<file path="src/rtl/dda_pkg.sv">
package dda_pkg;

  typedef enum logic [2:0] {
    ST_IDLE,
    ST_VCLK,
    ST_COARSE,
    ST_FINE,
    ST_FINAL
  } dda_state_e;

  // Bit length of a value; zero is reported as one bit.
  function automatic logic [6:0] bit_len(input logic [63:0] v);
    logic [6:0] n;
    n = 7'd1;
    for (int i = 0; i < 64; i++)
      if (v[i]) n = 7'(i + 1);
    return n;
  endfunction

endpackage

</file>
<file path="src/rtl/dda_rdiv.sv">
module dda_rdiv #(
  parameter int W = 40
) (
  input  logic         clk,
  input  logic         rst,
  input  logic         go,
  input  logic [W-1:0] num,
  input  logic [W-1:0] den,
  output logic         done,
  output logic         dz,
  output logic [W-1:0] quo
);
  localparam int CW = $clog2(W);
  localparam int W2 = 2 * W;

  logic         busy;
  logic [CW-1:0] cnt;
  logic [W:0]   rem;
  logic [W-1:0] acc, dv, n_s;
  logic [W:0]   trial;
  logic         take;

  always_comb begin
    trial = {rem[W-1:0], acc[W-1]};
    take  = trial >= {1'b0, dv};
  end

  always_ff @(posedge clk) begin
    if (rst) begin
      busy <= 1'b0;
      cnt  <= '0;
      rem  <= '0;
      acc  <= '0;
      dv   <= '0;
      n_s  <= '0;
      done <= 1'b0;
      dz   <= 1'b0;
      quo  <= '0;
    end else begin
      done <= 1'b0;
      if (go) begin
        n_s <= num;
        dv  <= den;
        if (den == '0) begin
          done <= 1'b1;
          dz   <= 1'b1;
          quo  <= '0;
        end else begin
          dz   <= 1'b0;
          acc  <= num + (den >> 1);
          rem  <= '0;
          busy <= 1'b1;
          cnt  <= CW'(W - 1);
        end
      end else if (busy) begin
        rem <= take ? (trial - {1'b0, dv}) : trial;
        acc <= {acc[W-2:0], take};
        if (cnt == '0) begin
          busy <= 1'b0;
          done <= 1'b1;
          quo  <= {acc[W-2:0], take};
        end else begin
          cnt <= cnt - 1'b1;
        end
      end
    end
  end

  // quotient is the nearest-rounded ratio of the captured operands
  a_r1_round_nearest: assert property (@(posedge clk) disable iff (rst)
    (done && !dz) |->
      ((W2'(quo) * W2'(dv) <= W2'(n_s) + W2'(dv >> 1)) &&
       ((W2'(quo) + 1) * W2'(dv) > W2'(n_s) + W2'(dv >> 1))));

  // zero flag matches a zero divisor
  a_r9_zero_flag: assert property (@(posedge clk) disable iff (rst)
    done |-> (dz == (dv == '0)));

  // completion is a single-cycle pulse
  a_r10_done_pulse: assert property (@(posedge clk) disable iff (rst)
    done |=> !done);

endmodule

</file>
<file path="src/rtl/dda_on_sum.sv">
module dda_on_sum #(
  parameter int TW = 4,
  parameter int DW = 40
) (
  input  logic [TW-1:0] burst_len,
  input  logic [TW-1:0] ras_cas,
  input  logic [TW-1:0] ras_pct,
  input  logic [TW-1:0] wr_rec,
  input  logic [TW-1:0] cas_lat,
  input  logic [TW-1:0] rd_wr,
  input  logic [DW-1:0] coarse,
  output logic [DW-1:0] sum
);
  logic [DW-1:0] rc_adj;

  always_comb begin
    rc_adj = (ras_cas > TW'(2)) ? DW'(ras_cas - TW'(2)) : '0;
    sum = (DW'(burst_len) << 2) + (rc_adj * DW'(3)) + (DW'(ras_pct) << 1)
        + DW'(wr_rec) + DW'(cas_lat) + DW'(rd_wr) + coarse;
  end

endmodule

</file>
<file path="src/rtl/dda_calc.sv">
module dda_calc
  import dda_pkg::*;
#(
  parameter int XW         = 16,
  parameter int RFW        = 16,
  parameter int RDW        = 10,
  parameter int FBW        = 11,
  parameter int PDW        = 4,
  parameter int BPW        = 6,
  parameter int TW         = 4,
  parameter int LW         = 4,
  parameter int DW         = 40,
  parameter int FIFO_BITS  = 128,
  parameter int FIFO_DEPTH = 32,
  parameter int FRAC       = 11
) (
  input  logic           clk,
  input  logic           rst,
  input  logic           start,
  output logic           ready,
  input  logic [XW-1:0]  xclk,
  input  logic [RFW-1:0] ref_freq,
  input  logic [RDW-1:0] ref_div,
  input  logic [FBW-1:0] fb_div,
  input  logic [PDW-1:0] post_div,
  input  logic [BPW-1:0] bpp,
  input  logic [TW-1:0]  burst_len,
  input  logic [TW-1:0]  ras_cas,
  input  logic [TW-1:0]  ras_pct,
  input  logic [TW-1:0]  wr_rec,
  input  logic [TW-1:0]  cas_lat,
  input  logic [TW-1:0]  rd_wr,
  input  logic [LW-1:0]  loop_lat,
  output logic           done,
  output logic           err,
  output logic [31:0]    cfg_word,
  output logic [31:0]    onoff_word
);
  localparam int OFF_MUL = FIFO_DEPTH - 4;
  localparam int PW      = 7;

  dda_state_e state;

  logic [XW-1:0]  x_q;
  logic [BPW-1:0] bytes_q;
  logic [TW-1:0]  bl_q, rc_q, rp_q, wr_q, cl_q, rw_q;
  logic [LW-1:0]  loop_q;
  logic [DW-1:0]  coarse_q, fine_q;
  logic [PW-1:0]  prec_q;

  logic           div_go, div_done, div_dz;
  logic [DW-1:0]  op_n, op_d, div_q;

  logic [DW-1:0]  xn, on_sum, on_v, off_v;
  logic [PW-1:0]  prec_n;
  logic [BPW:0]   bytes_n;

  dda_rdiv #(.W(DW)) u_div (
    .clk  (clk),
    .rst  (rst),
    .go   (div_go),
    .num  (op_n),
    .den  (op_d),
    .done (div_done),
    .dz   (div_dz),
    .quo  (div_q)
  );

  dda_on_sum #(.TW(TW), .DW(DW)) u_sum (
    .burst_len (bl_q),
    .ras_cas   (rc_q),
    .ras_pct   (rp_q),
    .wr_rec    (wr_q),
    .cas_lat   (cl_q),
    .rd_wr     (rw_q),
    .coarse    (coarse_q),
    .sum       (on_sum)
  );

  always_comb begin
    ready   = (state == ST_IDLE);
    xn      = DW'(x_q) * DW'(FIFO_BITS);
    prec_n  = bit_len(64'(div_q)) + PW'(1);
    bytes_n = ({1'b0, bpp} + (BPW+1)'(7)) >> 3;
    off_v   = fine_q * DW'(OFF_MUL);
    on_v    = on_sum << (PW'(FRAC) - prec_q);
  end

  always_ff @(posedge clk) begin
    if (rst) begin
      state      <= ST_IDLE;
      done       <= 1'b0;
      err        <= 1'b0;
      cfg_word   <= '0;
      onoff_word <= '0;
      div_go     <= 1'b0;
      op_n       <= '0;
      op_d       <= '0;
      x_q        <= '0;
      bytes_q    <= '0;
      bl_q       <= '0;
      rc_q       <= '0;
      rp_q       <= '0;
      wr_q       <= '0;
      cl_q       <= '0;
      rw_q       <= '0;
      loop_q     <= '0;
      coarse_q   <= '0;
      fine_q     <= '0;
      prec_q     <= '0;
    end else begin
      done   <= 1'b0;
      div_go <= 1'b0;
      case (state)
        ST_IDLE: if (start) begin
          x_q     <= xclk;
          bytes_q <= BPW'(bytes_n);
          bl_q    <= burst_len;
          rc_q    <= ras_cas;
          rp_q    <= ras_pct;
          wr_q    <= wr_rec;
          cl_q    <= cas_lat;
          rw_q    <= rd_wr;
          loop_q  <= loop_lat;
          op_n    <= DW'(ref_freq) * DW'(fb_div);
          op_d    <= DW'(ref_div) * DW'(post_div);
          div_go  <= 1'b1;
          state   <= ST_VCLK;
        end
        ST_VCLK: if (div_done) begin
          if (div_dz) begin
            done  <= 1'b1;
            err   <= 1'b1;
            state <= ST_IDLE;
          end else begin
            op_n   <= xn;
            op_d   <= div_q * DW'(bytes_q) * DW'(8);
            div_go <= 1'b1;
            state  <= ST_COARSE;
          end
        end
        ST_COARSE: if (div_done) begin
          if (div_dz || (prec_n > PW'(FRAC))) begin
            done  <= 1'b1;
            err   <= 1'b1;
            state <= ST_IDLE;
          end else begin
            coarse_q <= div_q;
            prec_q   <= prec_n;
            op_n     <= xn << (PW'(FRAC) - prec_n);
            div_go   <= 1'b1;
            state    <= ST_FINE;
          end
        end
        ST_FINE: if (div_done) begin
          fine_q <= div_q;
          state  <= ST_FINAL;
        end
        ST_FINAL: begin
          done  <= 1'b1;
          state <= ST_IDLE;
          if (on_v + DW'(loop_q) >= off_v) begin
            err <= 1'b1;
          end else begin
            err        <= 1'b0;
            cfg_word   <= 32'(fine_q) | (32'(prec_q) << 16) | (32'(loop_q) << 20);
            onoff_word <= (32'(on_v) << 16) | 32'(off_v);
          end
        end
        default: state <= ST_IDLE;
      endcase
    end
  end

  // a failed job leaves both result words as they were
  a_r8_fail_holds: assert property (@(posedge clk) disable iff (rst)
    (done && err) |-> ($stable(cfg_word) && $stable(onoff_word)));

  // result words move only in the completion cycle
  a_r10_words_only_at_done: assert property (@(posedge clk) disable iff (rst)
    !done |-> ($stable(cfg_word) && $stable(onoff_word) && $stable(err)));

  // an accepted job leaves the idle state
  a_r10_accept_busy: assert property (@(posedge clk) disable iff (rst)
    (ready && start) |=> !ready);

  // a successful result carries a precision between 1 and the fraction limit
  a_r4_prec_range: assert property (@(posedge clk) disable iff (rst)
    (done && !err) |-> ((cfg_word[19:16] >= 4'd1) && (32'(cfg_word[19:16]) <= 32'(FRAC))));

endmodule

</file>
<file path="config.mk">
export PLATFORM = sky130hd
export DESIGN_NAME = dda_calc
export DESIGN_NICKNAME = d
export VERILOG_FILES = /design/src/rtl/dda_pkg.sv /design/src/rtl/dda_rdiv.sv /design/src/rtl/dda_on_sum.sv /design/src/rtl/dda_calc.sv
export SDC_FILE = /design/constraint.sdc
export NUM_CORES = 2
export LEC_CHECK = 0
export CAP_MARGIN = 5
export CORE_MARGIN = 5
export CORE_UTILIZATION = 55
export CTS_BUF_LIST = sky130_fd_sc_hd__clkbuf_8
export DETAILED_ROUTE_END_ITERATION = 10
export HOLD_SLACK_MARGIN = 0.06
export PLACE_DENSITY_LB_ADDON = 0.12
export SLEW_MARGIN = 10
export SYNTH_ARGS = -nofsm -noshare
export SYNTH_HDL_FRONTEND = slang
export SYNTH_SLANG_ARGS = --single-unit
</file>
<file path="constraint.sdc">
create_clock -name clk -period 35.1 [get_ports clk]
set_input_delay 7.02 -clock clk [delete_from_list [all_inputs] [get_ports clk]]
set_output_delay 7.02 -clock clk [all_outputs]
set_load 0.01 [all_outputs]
</file>
==> summary.txt <==
Outcome
  – Status: finished clean

Pwr
  – Power, Total: approximately 2900 uW
  – Cell leakage power: about 0.022 uW
  – Comb power frac: between 60% and 70%
  – Switch share: a little under half
  – Part of the power in the clock network: 19.2%
  – Power Density: slightly below 60 nW/um2
  – P_int: about 1600 uW
  – Sequential Power Share: just over 20%
  – IR Drop Worst-Case VDD: approximately 0.13 mV
  – Psw: around 1400 uW

Clock network
  – Post-CTS Resized: 0
  – CTS tree: built
  – Post-CTS setup buffer count: 0
  – CTS root buf: clkbuf_8
  – Clock transition at path regs: roughly 0.060 ns
  – H-Tree Depth: 3
  – Max Buffers Root-to-Sink: 3
  – CTS Hold Buffers Added: 0
  – Skew-Pair Late Insertion Delay: 0.76 ns
  – CTS buffer count: 85
  – Sink Count: 449

Synth
  – Dominant synthesized flop cell: dfxtp_1
  – Number of synthesized register bits: around 450
  – Count of mapped cells out of synthesis: ~5.7k
  – Yosys Warn Count: 0
  – Asr flop ratio synth: 0%
  – Yosys cell types: between 100 and 150
  – Syn Area/Cell: between 7 and 8 um2
  – Post-synth EDFFs: 0
  – Area of the mapped netlist: 45300 um2
  – Post-synthesis sequential area ratio: about 20%

Timing
  – Max-slew violations: 0
  – Worst Tran Pin Value: about 1.2 ns
  – Final setup fails: 0
  – Relative slew margins: a little over a fifth
  – Max Clk Rate: 76.4 MHz
  – Final setup TNS: 0 ns
  – Final min period: approximately 13 ns
  – Worst Clk Skew: around 0.062 ns
  – Endpoints failing hold: 0
  – Tcrit/Tclk final: roughly 37%
  – RSZ-0062 raised after global routing: no

Detailed routing
  – Antenna-violating nets left: 0
  – Initial DRC Count: roughly 3.8k
  – WL final: between 100000 and 150000 um
  – # DRC: 0
  – DR WL/cell: between 20 and 25 um
  – DR vias: between 40k and 50k
  – Via density: 6.19
  – 1st-pass router iterations: 8

Cells and area
  – Area of the multi-input gates: 33600 um2
  – Post-Route Utilization: 60.2%
  – Share of post-route cells with drive strength above 1: under 10%
  – Final #Nets: about 6.5k
  – Number of fill cells: 7677
  – Finished Layout Cells: 6838
  – Register Area: 9000 um2
  – Area Growth Syn to Fin: 8.94%

Worst hold path
  – Hold Path Class: reg -> reg
  – Hold path depth: 2

Floorplanning
  – Die H: 297 um
  – Area of the core: ~82000 um2
  – Starting Density: 55.3%
  – Die ar.: between 80000 and 90000 um2
  – Ports: around 160
  – Die W: between 200 and 300 um
  – Site Rows: ~110

Global routing
  – Initial antenna violation count: 1
  – First-pass GRT wire length: between 200000 and 250000 um
  – Vias in the first global route: 40.2k
  – Total gr overflow: 0
  – Total Routing Usage GR: between 30% and 40%
  – Largest net degree at the start of global routing: between 150 and 200

Critical path
  – Worst EP required: about 36 ns
  – Worst Setup SP: fb_div[4]
  – Worst setup endpoint: op_n[25]$_SDFFE_PP0P_
  – RR Endpoint: onoff_word[24]$_SDFFE_PP0P_
  – Crit. End Element: flop
  – FF-to-FF Start: rc_q[1]$_SDFFE_PP0P_
  – CP max FO: 16
  – Crit path DAT: 13.72 ns
  – R2R Setup Slk: about 23 ns
  – Crit Path Category: in -> reg
  – Worst r2r path cells: 33
  – Critical Path Start Type: input port

Place
  – Dpl cells: 6685
  – Post-DP HPWL: approximately 110000 um
  – RePlAce Congestion: about 1.0
  – # port buffers: around 160

Flow run
  – Max cap viols: 0
==> worst min path at each step <==
stage / end / slack [ns] / startpoint
global route: coarse_q[12]$_SDFFE_PP0P_ / 0.47 / coarse_q[12]$_SDFFE_PP0P_
CTS: coarse_q[8]$_SDFFE_PP0P_ / 0.46 / coarse_q[8]$_SDFFE_PP0P_
floorplan: u_div.acc[1]$_SDFFE_PP0P_ / 0.43 / u_div.acc[1]$_SDFFE_PP0P_
detailed placement: rw_q[1]$_SDFFE_PP0P_ / 0.45 / rw_q[1]$_SDFFE_PP0P_
finish: coarse_q[29]$_SDFFE_PP0P_ / 0.45 / coarse_q[29]$_SDFFE_PP0P_
global placement: coarse_q[2]$_SDFFE_PP0P_ / 0.44 / coarse_q[2]$_SDFFE_PP0P_
==> metal layers <==
metal / wire, um / track usage, %
met1: 59900 / 41.7
met2: 65700 / 51.5
met3: 12000 / 5.57
met4: 7540 / 15.3
met5: 0 / 0
==> logic make-up (layout without fill, tap and decap cells) <==
group	count (synthesis)	count (layout)	share of synthesized area, %
compound gates	1425	1425	20.9
xor+xnor	227	227	4.41
fa+ha+maj	695	695	23.7
buf+inv	714	749	6.01
flops	449	449	19.9
mux	161	161	4.03
other cells	1	3	0.00829
simple gates	2059	2059	21.1
==> power by group through the flow <==
stage | sequential, uW | clock [uW] | combinational [uW]
2_1_floorplan | 585 | 0 | 1340
3_3_place_gp | 617 | 0 | 1710
3_5_place_dp | 618 | 0 | 1740
4_1_cts | 607 | 574 | 1750
5_1_grt | 611 | 599 | 1960
6_report | 608 | 563 | 1770
==> sequential cells by signal, indices dropped and copies added, names as in the netlist, 6 cells and up <==
register and count:
u_div.rem 40, u_div.acc 40, u_div.dv 40, coarse_q 40, cfg_word 32, prec_q 7, u_div.cnt 6, onoff_word 29
op_d 40, u_div.quo 40, op_n 40, fine_q 38, x_q 16
==> critical path, stage by stage <==
cell and delay (ns):
clkdlybuf4s50_1 0.90, nand2_1 0.17, fa_1 0.57, inv_1 0.05, ha_1 0.20, fa_1 0.48
ha_1 0.30, inv_1 0.05, fa_1 0.53, inv_1 0.04, ha_1 0.33, a21o_1 0.19
a21o_1 0.20, a2111oi_0 0.70, o211ai_1 0.29, a41oi_1 0.34, o21ai_0 0.20, a21oi_1 0.24
o21ai_0 0.18, nor4_1 0.21, nor3_1 0.11, xor2_1 0.14, nand2_1 0.07, a211oi_1 0.20
==> final cells by class <==
cell class / count / share of cell area (%)
diodes: 1 / 0.00508
clock buffers: 103 / 2.88
clock inverters: 49 / 0.848
inverters: 376 / 2.86
multi-input cells: 4569 / 68.2
flip-flops and latches: 449 / 18.2
well taps: 1070 / 2.72
repair buffers: 221 / 4.20
==> synthesized netlist by cell type (135+ instances only) <==
master    count  area share, %
nand2_1     777            6.4
nor2_1      510            4.2
a21oi_1     461            5.1
dfxtp_1     449             20
ha_1        424             12
inv_1       373            3.1
clkbuf_1    283            2.3
fa_1        271             12
o21ai_0     209            2.3
and2_1      153            2.1
xnor2_1     150            2.9
mux2i_1     135            3.0
==> placed cells by master, fill, tap and decap left out, types with 29 or more instances in the layout <==
cell type	Yosys	layout
a211oi_1	111	111
a21o_1	112	112
a21oi_1	461	460
a22oi_1	35	35
a311oi_1	31	31
a31oi_1	29	29
and2_1	153	152
and3_1	42	42
buf_4	3	62
clkbuf_8	0	103
clkdlybuf4s50_1	0	157
dfxtp_1	449	445
fa_1	271	271
ha_1	424	424
inv_1	373	394
mux2i_1	135	135
nand2_1	777	776
nand2b_1	52	52
nand3_1	103	103
nand4_1	46	46
nor2_1	510	504
nor2b_1	57	57
nor3_1	128	125
nor3b_1	33	32
nor4_1	33	33
o211ai_1	35	35
o21a_1	59	58
o21ai_0	209	209
o21bai_1	34	34
o31ai_1	39	39
or3_1	39	39
xnor2_1	150	149
xor2_1	76	75
==> stage by stage <==
stage	area (um2)	worst slack (ns)	hold WS (ns)
floorplan	45300	22.54	0.427
global placement	47500	21.35	0.440
detailed placement	47500	21.33	0.451
CTS	49300	22.09	0.459
global route	49300	21.43	0.472
finish	49300	22.01	0.454
No activity file was read; power rests on OpenSTA's default activity.
